===== src/rtl/iqpa_pkg.sv =====
`timescale 1ns/1ps
package iqpa_pkg;

    localparam int DEF_MAG_W = 11;
    localparam int DEF_BIN_W = 5;

    typedef struct packed {
        logic p270;
        logic p180;
        logic p90;
        logic p0;
    } lo_quad_t;

    typedef enum logic [1:0] {
        CAP_SLOT = 2'd0,
        SLOT_1   = 2'd1,
        SLOT_2   = 2'd2,
        SLOT_3   = 2'd3
    } slot_e;

    // Carrier phase used by one path of a cell, chosen by that path's sign
    function automatic logic pick_phase(input lo_quad_t lo, input logic quad, input logic neg);
        logic r;
        if (quad) r = neg ? lo.p270 : lo.p90;
        else      r = neg ? lo.p180 : lo.p0;
        return r;
    endfunction

endpackage


===== src/rtl/iqpa_lo_gen.sv =====
`timescale 1ns/1ps
module iqpa_lo_gen
    import iqpa_pkg::*;
(
    input  logic     clk2x,
    input  logic     rst,
    output lo_quad_t lo,
    output logic     cap,
    output logic     smp_clk
);
    slot_e slot;
    logic  ph_q;

    always_ff @(posedge clk2x) begin
        if (rst) slot <= CAP_SLOT;
        else     slot <= slot_e'(slot + 2'd1);
    end

    // Quadrature flop trails the in-phase divider by half a clk2x period
    always_ff @(negedge clk2x) begin
        if (rst) ph_q <= 1'b0;
        else     ph_q <= slot[0];
    end

    always_comb begin
        lo.p0   = slot[0];
        lo.p180 = ~slot[0];
        lo.p90  = ph_q;
        lo.p270 = ~ph_q;
    end

    assign cap     = (slot == CAP_SLOT);
    assign smp_clk = slot[0] ^ slot[1];
endmodule


===== src/rtl/iqpa_path.sv =====
`timescale 1ns/1ps
module iqpa_path #(
    parameter int MAG_W = 11,
    parameter int BIN_W = 5,
    localparam int IN_W  = MAG_W + 1,
    localparam int THR_W = MAG_W - BIN_W,
    localparam int N_UN  = (1 << THR_W) - 1
) (
    input  logic                   clk2x,
    input  logic                   rst,
    input  logic                   cap,
    input  logic signed [IN_W-1:0] sample,
    output logic                   sgn,
    output logic [N_UN-1:0]        en_un,
    output logic [BIN_W-1:0]       en_bin
);
    logic            neg;
    logic [IN_W-1:0] absval;
    logic [MAG_W-1:0] mag;
    logic [THR_W-1:0] code;
    logic [N_UN-1:0]  thermo;

    always_comb begin
        neg    = sample[IN_W-1];
        absval = neg ? (~sample + 1'b1) : sample;
        // Only the most negative code leaves the top bit set: clamp it
        mag    = absval[IN_W-1] ? {MAG_W{1'b1}} : absval[MAG_W-1:0];
        code   = mag[MAG_W-1:BIN_W];
    end

    for (genvar j = 0; j < N_UN; j++) begin : g_thermo
        assign thermo[j] = (code > THR_W'(j));
    end

    always_ff @(posedge clk2x) begin
        if (rst) begin
            sgn    <= 1'b0;
            en_un  <= '0;
            en_bin <= '0;
        end else if (cap) begin
            sgn    <= neg;
            en_un  <= thermo;
            en_bin <= mag[BIN_W-1:0];
        end
    end
endmodule


===== src/rtl/iqpa_cell.sv =====
`timescale 1ns/1ps
module iqpa_cell
    import iqpa_pkg::*;
(
    input  lo_quad_t lo,
    input  logic     sgn_i,
    input  logic     sgn_q,
    input  logic     en_i,
    input  logic     en_q,
    output logic     drv
);
    logic g_i, g_q;
    assign g_i = pick_phase(lo, 1'b0, sgn_i) & en_i;
    assign g_q = pick_phase(lo, 1'b1, sgn_q) & en_q;
    assign drv = g_i | g_q;
endmodule


===== src/rtl/iqpa_driver.sv =====
`timescale 1ns/1ps
module iqpa_driver
    import iqpa_pkg::*;
#(
    parameter int MAG_W = DEF_MAG_W,
    parameter int BIN_W = DEF_BIN_W,
    localparam int IN_W  = MAG_W + 1,
    localparam int THR_W = MAG_W - BIN_W,
    localparam int N_UN  = (1 << THR_W) - 1
) (
    input  logic                   clk2x,
    input  logic                   rst,
    input  logic signed [IN_W-1:0] sample_i,
    input  logic signed [IN_W-1:0] sample_q,
    output logic [3:0]             lo_ph,
    output logic                   smp_clk,
    output logic [N_UN-1:0]        unary_drv,
    output logic [BIN_W-1:0]       binary_drv
);
    lo_quad_t         lo;
    logic             cap;
    logic             sgn_i, sgn_q;
    logic [N_UN-1:0]  en_i, en_q;
    logic [BIN_W-1:0] bin_i, bin_q;

    iqpa_lo_gen u_lo (
        .clk2x  (clk2x),
        .rst    (rst),
        .lo     (lo),
        .cap    (cap),
        .smp_clk(smp_clk)
    );

    iqpa_path #(.MAG_W(MAG_W), .BIN_W(BIN_W)) u_path_i (
        .clk2x(clk2x), .rst(rst), .cap(cap), .sample(sample_i),
        .sgn(sgn_i), .en_un(en_i), .en_bin(bin_i)
    );

    iqpa_path #(.MAG_W(MAG_W), .BIN_W(BIN_W)) u_path_q (
        .clk2x(clk2x), .rst(rst), .cap(cap), .sample(sample_q),
        .sgn(sgn_q), .en_un(en_q), .en_bin(bin_q)
    );

    for (genvar k = 0; k < N_UN; k++) begin : g_unary
        iqpa_cell u_cell (
            .lo(lo), .sgn_i(sgn_i), .sgn_q(sgn_q),
            .en_i(en_i[k]), .en_q(en_q[k]), .drv(unary_drv[k])
        );
    end

    for (genvar b = 0; b < BIN_W; b++) begin : g_binary
        iqpa_cell u_cell (
            .lo(lo), .sgn_i(sgn_i), .sgn_q(sgn_q),
            .en_i(bin_i[b]), .en_q(bin_q[b]), .drv(binary_drv[b])
        );
    end

    assign lo_ph = {lo.p270, lo.p180, lo.p90, lo.p0};
endmodule


===== config.mk =====
export PLATFORM = sky130hd
export DESIGN_NAME = iqpa_driver
export DESIGN_NICKNAME = d
export VERILOG_FILES = /design/src/rtl/iqpa_pkg.sv /design/src/rtl/iqpa_lo_gen.sv /design/src/rtl/iqpa_path.sv /design/src/rtl/iqpa_cell.sv /design/src/rtl/iqpa_driver.sv
export SDC_FILE = /design/constraint.sdc
export NUM_CORES = 1
export LEC_CHECK = 0
export BUFFER_PORTS_ARGS = -buffer_cell sky130_fd_sc_hd__buf_2
export CORE_AREA = 2 2 138 140
export CTS_CLUSTER_DIAMETER = 100
export DETAILED_ROUTE_END_ITERATION = 10
export DIE_AREA = 0 0 140 142
export HOLD_SLACK_MARGIN = 0.12
export PLACE_DENSITY = 0.56
export SYNTH_ARGS = -nofsm -noshare
export SYNTH_HDL_FRONTEND = slang
export SYNTH_SLANG_ARGS = --single-unit

===== constraint.sdc =====
create_clock -name clk2x -period 3.5 [get_ports clk2x]
set_input_delay 0.175 -clock clk2x [delete_from_list [all_inputs] [get_ports clk2x]]
set_output_delay 0.175 -clock clk2x [all_outputs]
set_load 0.1 [all_outputs]

==> results.py, run 1 <==
metrics = {
    "pwr": {
        "netSwitchingFraction": 0.3882,
        "p_sw_mw": 2.295,
        "leakage_nw": 3.980,
        "clkPwrFrac": 0.309,
        "internal_power_mw": 3.617,
        "ir_worst_vdd_uv": 371.6,
        "power_frac_seq": 0.323,
        "power_frac_comb": 0.368,
        "finalPower_mw": 5.912,
        "power.density_mw_per_mm2": 599.6,
    },
    "floorplan": {
        "core_area_sq_mm": 0.01846,
        "core.rowCount": 50,
        "initial_core_util": 0.3927,
        "die_h_um": 142,
        "pin_count": 99,
        "die-area_sq_mm": 0.01988,
        "die_w_um": 140,
    },
    "status": {
        "status": "finished with violations",
        "violations": "DRC, setup timing",
    },
    "cells_and_area": {
        "synthToLayoutAreaGrowth_pct": 36.03,
        "layout.cells.non_filler": 1157,
        "nNetsFinal": 939,
        "drive_above_1_share": 0.2676,
        "antenna_cells": 0,
        "final_area_sq_mm": 0.009859,
        "final_util": 0.5342,
    },
    "drt": {
        "routedWlPerCell_um": 22.19,
        "ant_nets": 0,
        "vias_per_cell": 6.030,
        "routed_wl_um": 25670,
        "dr_total_vias": 6977,
        "drt_iter0_drc": 915,
        "dr.pass1.iters": 9,
        "drc_errors": 5,
    },
    "synth": {
        "syn-instance-count": 892,
        "synthesis.area_sq_mm": 0.007248,
        "synth-edff-count": 0,
        "synth_area_leader_cell": "dfxtp_1",
        "yosysUniqueCellTypes": 63,
        "ys.flop_type": "dfxtp_1",
        "yosys_warnings": 0,
        "synth_nets": 921,
        "ys_seq_area_frac": 0.3894,
        "synthArstFlopShare": 0,
        "yosys-top-cells-area": "dfxtp_1 39%, a22o_1 8.6%, buf_4 7.3%",
        "synth_most_common_cell": "dfxtp_1",
        "syn_avg_cell_area_sq_um": 8.126,
        "synth_top_cell_area_share": 0.3894,
        "synth_commonest_cells": "141 x dfxtp_1, 110 x nor2_1, 85 x nand2_1, 71 x a22o_1, 70 x buf_4",
        "ys_ff_latch": 141,
    },
    "critical_path": {
        "startpoint_type": "flip-flop",
        "cp_max_fo": 10,
        "crit_arrival_ps": 3510,
        "critPathKind": "flip-flop to output pin",
        "end_kind": "output pin",
        "cp.required_ps": 3320,
    },
    "clock_network": {
        "clock_path_buffers": 2,
        "cts_sinks": 141,
        "htree_levels": 4,
        "clkLatencyLatePin_ps": 450,
        "cts_buffers": 17,
        "cts_tree": "built",
        "clkSlewWorstSetupHoldPaths_ps": 60,
        "clock_tree.root_cell": "clkbuf_16",
    },
    "sta": {
        "setup_viol": 68,
        "worst_pin_slew_ps": 1114,
        "fin_skew_ps": 19.11,
        "max_slew_margin": 0.2575,
        "hold_viol": 0,
        "fin_ws_ps": -188.3,
        "finalMaxSlewViolations": 0,
        "rsz0062_at_grt": "yes",
    },
    "placement": {
        "io_buffers": 98,
        "place_inst": 1115,
        "gp_congestion": 0.8644,
        "placed_cell_area_sq_mm": 0.008566,
        "place_ws_ps": 207.1,
        "dp_hpwl_um": 17070,
    },
    "global_routing": {
        "grt_first_pass_wirelength_um": 38840,
        "grt_pass1_vias": 6548,
        "gr-usage-all-layers": 0.2531,
        "grt_max_degree": 69,
        "antenna_found_initial": 0,
        "overflow": 0,
    },
    "worst_hold_path": {
        "hold_path.class": "primary input to flip-flop",
    },
    "run": {
        "drv_cap": 0,
    },
}
[power groups by stage]
| stage | clock, mW | sequential [mW] | combinational, mW |
|---|---|---|---|
| floorplan | 0.00358 | 1.86 | 1.40 |
| global placement | 0.00358 | 1.92 | 1.95 |
| detailed placement | 0.00358 | 1.92 | 1.96 |
| CTS | 1.82 | 1.90 | 2.07 |
| global route | 1.89 | 1.93 | 2.25 |
| finish | 1.83 | 1.91 | 2.17 |
[critical path, stage by stage (launching register included)]
cell,delay [ps]
dfxtp_4,350
xor2_4,150
buf_12,180
buf_16,170
a22o_4,280
buf_12,170
[flip-flops by register name, summed over array words and instances (netlist names)]
name             flops
u_path_i.sgn         1
u_lo.ph_q            1
u_path_q.en_un      63
u_path_i.en_bin      5
u_path_i.en_un      63
u_path_q.sgn         1
u_path_q.en_bin      5
u_lo.slot            2
[placed cells by master, fill, tap and decap left out, types with 3 or more instances in the layout]
cell,synthesis,layout
dfxtp_1,141,140
nor2_1,110,109
nand2_1,85,85
buf_12,0,69
a22o_4,0,55
a21oi_1,51,51
o21ai_0,49,49
nor3_1,29,29
buf_2,0,29
buf_4,70,28
a211oi_1,25,25
clkbuf_16,0,20
a22o_1,71,16
a311oi_1,15,15
inv_1,14,14
nand3_1,11,11
nor2b_1,9,9
o22ai_1,9,9
or2_2,8,8
nand4_1,8,8
o211ai_1,7,7
or4_1,7,7
xor2_1,9,7
mux2i_1,7,7
or3_1,6,6
nand2b_1,6,6
a22oi_1,6,6
nor4_1,5,5
and2_1,5,5
a31oi_1,6,5
a32o_1,5,5
clkinvlp_4,0,5
buf_16,0,5
xnor2_1,4,4
inv_6,0,3
[through the flow]
step                      TNS [ps]  hold slack [ps]
final                       -11420            146.0
after global routing        -13050            162.6
after CTS                   -10590            137.6
after detailed placement         0            432.1
after global placement           0            427.0
after floorplan              -1570            353.1
[per-layer routing]
metal	share of wire	track usage	up-vias	wire, um
met3	0.077	0.04643	39	1978
met5	0	0	-	0
met1	0.44	0.3508	3354	11310
li1	-	-	3219	-
met2	0.46	0.4003	365	11850
met4	0.021	0.08293	0	533
[layout make-up]
cell class	count	area (sq um)
fill	1659	8596
multi-input combinational	598	4119
sequential	141	2826
timing repair buffer	137	1981
clock buffer	20	446.7
tap	234	292.8
clock inverter	13	141.4
inverter	14	52.55
[timing repair]
action	CTS	global route
endpoints found under the setup margin	68	68
buffers inserted	1	0
resized for setup	37	25
cloned	3	4
endpoints found under the hold margin	2	0
hold buffers	2	0
pin swaps	10	1
[cell families (layout without fill, tap and decap cells)]
kind of cell               count (synthesis)  count (layout)  share of synthesized area
AOI/OAI and AO/OA                        273             273                     0.2683
xor gates and xnor gates                  13              13                    0.01571
adders and majority gates                  3               3                   0.005179
buffers and inverters                    153             184                     0.1176
DFF                                      141             141                     0.3894
muxes                                      9               9                    0.01277
and+or+nand+nor                          300             300                     0.1911
[worst paths after layout]
path / end / start / cells after the start / slack (ps)
min reg2reg: u_path_i.en_un[38] / u_path_i.en_un[38] / 2 / 440
min: u_path_i.en_bin[2] / sample_i[2] / 3 / 150
max reg2reg: u_path_q.en_un[34] / u_lo.slot[0] / 8 / 910
max: unary_drv[40] / u_lo.ph_q / 5 / -190
Power figures use the tool's default switching activity.
==> inputs of run 2 (changes only) <==
==> constraint.sdc (replaced) <==
create_clock -name clk2x -period 3.5 [get_ports clk2x]
set_input_delay 0.175 -clock clk2x [delete_from_list [all_inputs] [get_ports clk2x]]
set_output_delay 0.175 -clock clk2x [all_outputs]
set_load 0.05 [all_outputs]
==> run 2 against run 1 <==
- clock-buffer cell count is 1 lower
- design area is 8.8% lower
- the run still ends with DRC, setup timing left
- flip-flop and latch count stayed put
- worst hold slack better by 4.8 ps
- worst setup slack better by 58 ps
- largest cell class unchanged
- critical path depth stayed put
- highest routed layer unchanged
==> results.py, run 2 (synthesis gave the netlist of run 1 again) <==
metrics = {
    "critical_path": {
        "r2r_setup_slack_ps": 1050,
        "critPathLaunch": "u_lo.ph_q",
        "cp_max_fo": 9,
        "cp.required_ps": 3320,
        "timing.rr.start": "u_lo.slot[0]",
        "startpoint_type": "flip-flop",
        "rr_worst_depth": 7,
        "crit_arrival_ps": 3460,
        "critPathKind": "flip-flop to output pin",
        "critPathCapture": "unary_drv[22]",
        "r2r_end": "u_path_i.en_un[32]",
        "end_kind": "output pin",
    },
    "sta": {
        "rsz0062_at_grt": "yes",
        "setup_viol": 68,
        "fin_skew_ps": 23.82,
        "hold_viol": 0,
        "fin_ws_ps": -130.8,
        "finalMaxSlewViolations": 0,
        "max_slew_margin": 0.3744,
        "worst_pin_slew_ps": 934.3,
    },
    "drt": {
        "vias_per_cell": 5.898,
        "drt_iter0_drc": 681,
        "dr.pass1.iters": 10,
        "ant_nets": 0,
        "dr_total_vias": 6842,
        "drc_errors": 5,
        "routedWlPerCell_um": 21.89,
        "routed_wl_um": 25400,
    },
    "cells_and_area": {
        "top_regs": "u_path_i.en_un x63, u_path_q.en_un x63",
        "synthToLayoutAreaGrowth_pct": 24.03,
        "layout.cells.non_filler": 1160,
        "nNetsFinal": 943,
        "mostFrequentLayoutCell": "dfxtp_1",
        "final_util": 0.4871,
        "antenna_cells": 0,
        "drive_above_1_share": 0.2257,
        "n_fill_cell": 1785,
        "final_cell_mix": "140 x dfxtp_1, 109 x nor2_1, 85 x nand2_1",
    },
    "worst_hold_path": {
        "hold_path.class": "primary input to flip-flop",
    },
    "global_routing": {
        "grt_first_pass_wirelength_um": 38530,
        "antenna_found_initial": 0,
        "grt_pass1_vias": 6534,
        "overflow": 0,
        "gr-usage-all-layers": 0.2514,
        "grt_max_degree": 35,
    },
    "placement": {
        "place_inst": 1116,
        "gp_congestion": 0.8629,
        "io_buffers": 98,
        "dp_hpwl_um": 17110,
    },
    "pwr": {
        "leakage_nw": 3.624,
        "power.density_mw_per_mm2": 601.1,
        "ir_worst_vdd_uv": 401.7,
    },
    "floorplan": {
        "die_h_um": 142,
        "core.rowCount": 50,
        "core_area_sq_mm": 0.01846,
        "die-area_sq_mm": 0.01988,
        "pin_count": 99,
        "initial_core_util": 0.3927,
        "die_w_um": 140,
    },
    "clock_network": {
        "clkLatencyLatePin_ps": 450,
        "cts_tree": "built",
        "htree_levels": 4,
        "clkSlewWorstSetupHoldPaths_ps": 60,
        "clock_tree.root_cell": "clkbuf_16",
        "cts_buffers": 17,
        "clock_path_buffers": 2,
        "cts_sinks": 141,
    },
    "status": {
        "violations": "DRC, setup timing",
        "status": "finished with violations",
    },
    "run": {
        "drv_cap": 0,
    },
}
-- run 2: power by group --
group / total, mW / internal (mW) / switching (mW)
sequential: 1.88 / 1.77 / 0.115
clock: 1.96 / 1.22 / 0.738
combinational: 1.56 / 0.569 / 0.995
total: 5.40 / 3.56 / 1.85
-- run 2: layout make-up --
| class | instances | area (sq um) | share of cell area |
|---|---|---|---|
| multi-input combinational | 598 | 3745 | 0.4166 |
| sequential | 141 | 2826 | 0.3144 |
| timing repair buffer | 141 | 1441 | 0.1603 |
| clock buffer | 19 | 442.9 | 0.04927 |
| tap | 234 | 292.8 | 0.03257 |
| clock inverter | 13 | 188.9 | 0.02102 |
| inverter | 14 | 52.55 | 0.005846 |
-- run 2: per-stage QoR --
step | power, mW | hold slack, ps | worst slack [ps] | area, sq um | TNS (ps)
after global placement | 3.180 | 429.7 | 185.1 | 7540 | 0
after global routing | 5.577 | 174.2 | -201.1 | 8990 | -12050
final | 5.404 | 150.8 | -130.8 | 8990 | -7149
after CTS | 5.350 | 160.0 | -113.0 | 8881 | -6377
after detailed placement | 3.186 | 433.6 | 140.8 | 7540 | 0
after floorplan | 2.908 | 353.1 | 14.54 | 7248 | 0
-- run 2: worst min-delay path by stage --
stage,startpoint,endpoint,depth (start not counted)
global placement,u_path_i.en_un[38],u_path_i.en_un[38],2
CTS,sample_q[1],u_path_q.en_bin[1],3
floorplan,sample_i[0],u_path_i.en_bin[0],2
detailed placement,u_path_i.en_un[38],u_path_i.en_un[38],2
global route,rst,u_path_i.sgn,2
finish,sample_q[1],u_path_q.en_bin[1],3
-- run 2: what timing repair did --
action | CTS | global route
endpoints found under the hold margin | 2 | 0
cloned | 5 | 2
gates resized for setup | 157 | 8
endpoints found under the setup margin | 68 | 73
hold buffers | 2 | 0
pin swaps | 36 | 6
setup buffers | 4 | 0
-- run 2: per-layer routing --
| metal | routed length, um | global-route usage | share of wire | up-vias |
|---|---|---|---|---|
| li1 | - | - | - | 3210 |
| met1 | 11410 | 0.3505 | 0.45 | 3350 |
| met2 | 11840 | 0.4086 | 0.47 | 257 |
| met3 | 1785 | 0.04341 | 0.070 | 25 |
| met4 | 357 | 0.05954 | 0.014 | 0 |
| met5 | 0 | 0 | 0 | - |
-- run 2: worst max-delay path, stage by stage (launching register included) --
cell,delay (ps)
dfxtp_4,350
xor2_4,170
buf_6,160
buf_16,160
a22o_4,270
buf_8,150
==> inputs of run 3 (changes only) <==
- ABC_AREA: not set -> 1
- CORE_AREA: 2 2 138 140 -> 2 2 145 147
- DIE_AREA: 0 0 140 142 -> 0 0 147 149
- GPL_ROUTABILITY_DRIVEN: not set -> 0
- HOLD_SLACK_MARGIN: 0.12 -> 0.1
==> run 3 against run 2 <==
- the flow finishes with violations (setup timing)
- die area increased by 10%
- sequential power decreased by 3%
- worst setup slack improved by 23 ps
- clock-buffer cell count increased by 1
- wire length decreased by 1.2%
- worst hold slack got worse by 44 ps
- synthesized cell count increased by 37%
- combinational power increased by 6%
==> results.py, run 3 <==
metrics = {
    "status": {
        "status": "finished with violations",
        "violations": "setup timing",
    },
    "drt": {
        "dr.pass1.iters": 7,
        "dr_total_vias": 7839,
        "routedWlPerCell_um": 16.48,
        "drc_errors": 0,
        "routed_wl_um": 25090,
        "ant_nets": 0,
        "vias_per_cell": 5.150,
        "drt_iter0_drc": 721,
    },
    "synth": {
        "yosys.area_share.adder": 0.004679,
        "ys_ff_latch": 141,
        "synthMuxAreaShare": 0,
        "synth-compound-area-share": 0.1965,
        "syn-instance-count": 1225,
        "synth_xor_area_frac": 0.004367,
        "synth_top_cell_area_share": 0.3519,
        "synth_top_family_by_area": "simple AND/OR/NAND/NOR gates",
        "synth_commonest_cells": "282 x nand2_1, 197 x inv_1, 141 x dfxtp_1, 123 x a21oi_1, 74 x nor2_1",
        "synthesis.area_sq_mm": 0.008021,
        "synth_most_common_cell": "nand2_1",
        "yosysUniqueCellTypes": 41,
        "synth_nets": 1254,
        "synthArstFlopShare": 0,
        "synth_area_leader_cell": "dfxtp_1",
        "ys_seq_area_frac": 0.3519,
        "synth-edff-count": 0,
        "yosys_warnings": 0,
        "synth-simple-area-share": 0.2486,
        "syn_avg_cell_area_sq_um": 6.548,
        "yosys-top-cells-area": "dfxtp_1 35%, nand2_1 13%, inv_1 9.2%",
        "ys.flop_type": "dfxtp_1",
    },
    "pwr": {
        "ir_worst_vdd_uv": 332.8,
        "leakage_nw": 4.108,
        "finalPower_mw": 5.470,
        "power.density_mw_per_mm2": 562.6,
    },
    "floorplan": {
        "pin_count": 99,
        "core.rowCount": 53,
        "die-area_sq_mm": 0.02190,
        "die_w_um": 147,
        "die_h_um": 149,
        "initial_core_util": 0.3902,
        "core_area_sq_mm": 0.02056,
    },
    "global_routing": {
        "grt_max_degree": 91,
        "grt_pass1_vias": 7365,
        "grt_first_pass_wirelength_um": 39280,
        "overflow": 0,
        "antenna_found_initial": 0,
        "gr-usage-all-layers": 0.2277,
    },
    "critical_path": {
        "startpoint_type": "flip-flop",
        "cp.required_ps": 3320,
        "path_buf_inv": 3,
        "cp_max_fo": 23,
        "crit_family": "buffers and inverters",
        "slowest_delay_ps": 350,
        "cp_cell_sequence": "xnor2_4 > buf_12 > buf_16 > o22ai_1 > buf_4",
        "critPathKind": "flip-flop to output pin",
        "cpMaxStageDelayCell": "dfxtp_4",
        "end_kind": "output pin",
        "crit_arrival_ps": 3430,
    },
    "cells_and_area": {
        "final_cell_mix": "282 x nand2_1, 196 x inv_1, 140 x dfxtp_1",
        "top_regs": "u_path_i.en_un x63, u_path_q.en_un x63",
        "antenna_cells": 0,
        "mostFrequentLayoutCell": "nand2_1",
        "drive_above_1_share": 0.1933,
        "final_util": 0.4729,
        "synthToLayoutAreaGrowth_pct": 21.20,
        "nNetsFinal": 1264,
    },
    "clock_network": {
        "cts_tree": "built",
        "htree_levels": 4,
        "clkSlewWorstSetupHoldPaths_ps": 60,
        "clock_path_buffers": 2,
        "clock_tree.root_cell": "clkbuf_16",
        "cts_sinks": 141,
        "clkLatencyLatePin_ps": 450,
        "cts_buffers": 17,
    },
    "sta": {
        "rsz0062_at_grt": "yes",
        "fin_ws_ps": -108.0,
        "fin_skew_ps": 19.46,
        "setup_viol": 68,
        "max_slew_margin": 0.3463,
        "hold_viol": 0,
        "worst_pin_slew_ps": 980.6,
        "finalMaxSlewViolations": 0,
    },
    "worst_hold_path": {
        "hold_path.class": "primary input to flip-flop",
    },
    "run": {
        "drv_cap": 0,
    },
    "placement": {
        "dp_hpwl_um": 17840,
        "io_buffers": 98,
    },
}
## run 3: area by class of cell
type	instances	area, sq um
Clock buffer	20	446.7
Clock inverter	12	195.2
Fill cell	2177	10840
Inverter	205	770.7
Multi-Input combinational cell	749	4041
Sequential cell	141	2826
Tap cell	275	344.1
Timing Repair Buffer	120	1097
## run 3: worst paths after layout
path	slack [ps]	from	endpoint	cells past startpoint
worst max-delay path	-110	u_lo.ph_q	unary_drv[32]	5
worst min-delay path	110	sample_q[0]	u_path_q.en_bin[0]	3
worst max register to register	1120	u_lo.slot[0]	u_lo.ph_q	2
worst min register to register	460	u_path_i.en_un[60]	u_path_i.en_un[60]	2
## run 3: what timing repair did
| item | in CTS | in global routing |
|---|---|---|
| setup buffers | 4 | 0 |
| hold buffers | 6 | 0 |
| cloned | 1 | 0 |
| endpoints found under the hold margin | 6 | 0 |
| pin swaps | 2 | 1 |
| endpoints found under the setup margin | 68 | 68 |
| gates resized for setup | 178 | 5 |
## run 3: worst register-to-register path: stages (launching register included)
cell and delay [ps]:
dfxtp_1 400, inv_1 100, nor2_1 80
## run 3: kinds of logic (layout without fill, tap and decap cells)
logic type | Yosys count | after routing
AOI/OAI and AO/OA | 279 | 279
xor gates and xnor gates | 4 | 4
adders and majority gates | 3 | 3
buffers and inverters | 335 | 357
DFF | 141 | 141
and+or+nand+nor | 463 | 463
## run 3: routing by layer
layer | up-vias | wire length, um | track usage
met2 | 244 | 11560 | 0.3636
met4 | 0 | 381 | 0.06779
met1 | 3688 | 11760 | 0.3141
li1 | 3875 | - | -
met3 | 32 | 1386 | 0.04373
met5 | - | 0 | 0
## run 3: where the power goes
part | switching, mW | internal [mW] | total (mW)
Sequential | 0.0715 | 1.75 | 1.82
Combinational | 1.15 | 0.513 | 1.66
Clock | 0.707 | 1.28 | 1.99
Total | 1.92 | 3.55 | 5.47
## run 3: metrics by stage
step / TNS, ps / setup WS, ps / hold WS (ps) / instance area, sq um / std cells
floorplan: 0 / 121.9 / 350.1 / 8021 / 1225
global placement: 0 / 78.41 / 452.3 / 8190 / 1480
detailed placement: 0 / 24.99 / 455.1 / 8190 / 1480
CTS: -3489 / -81.58 / 101.3 / 9689 / 1522
global route: -7225 / -141.4 / 154.9 / 9722 / 1522
finish: -4068 / -108.0 / 107.3 / 9722 / 1522
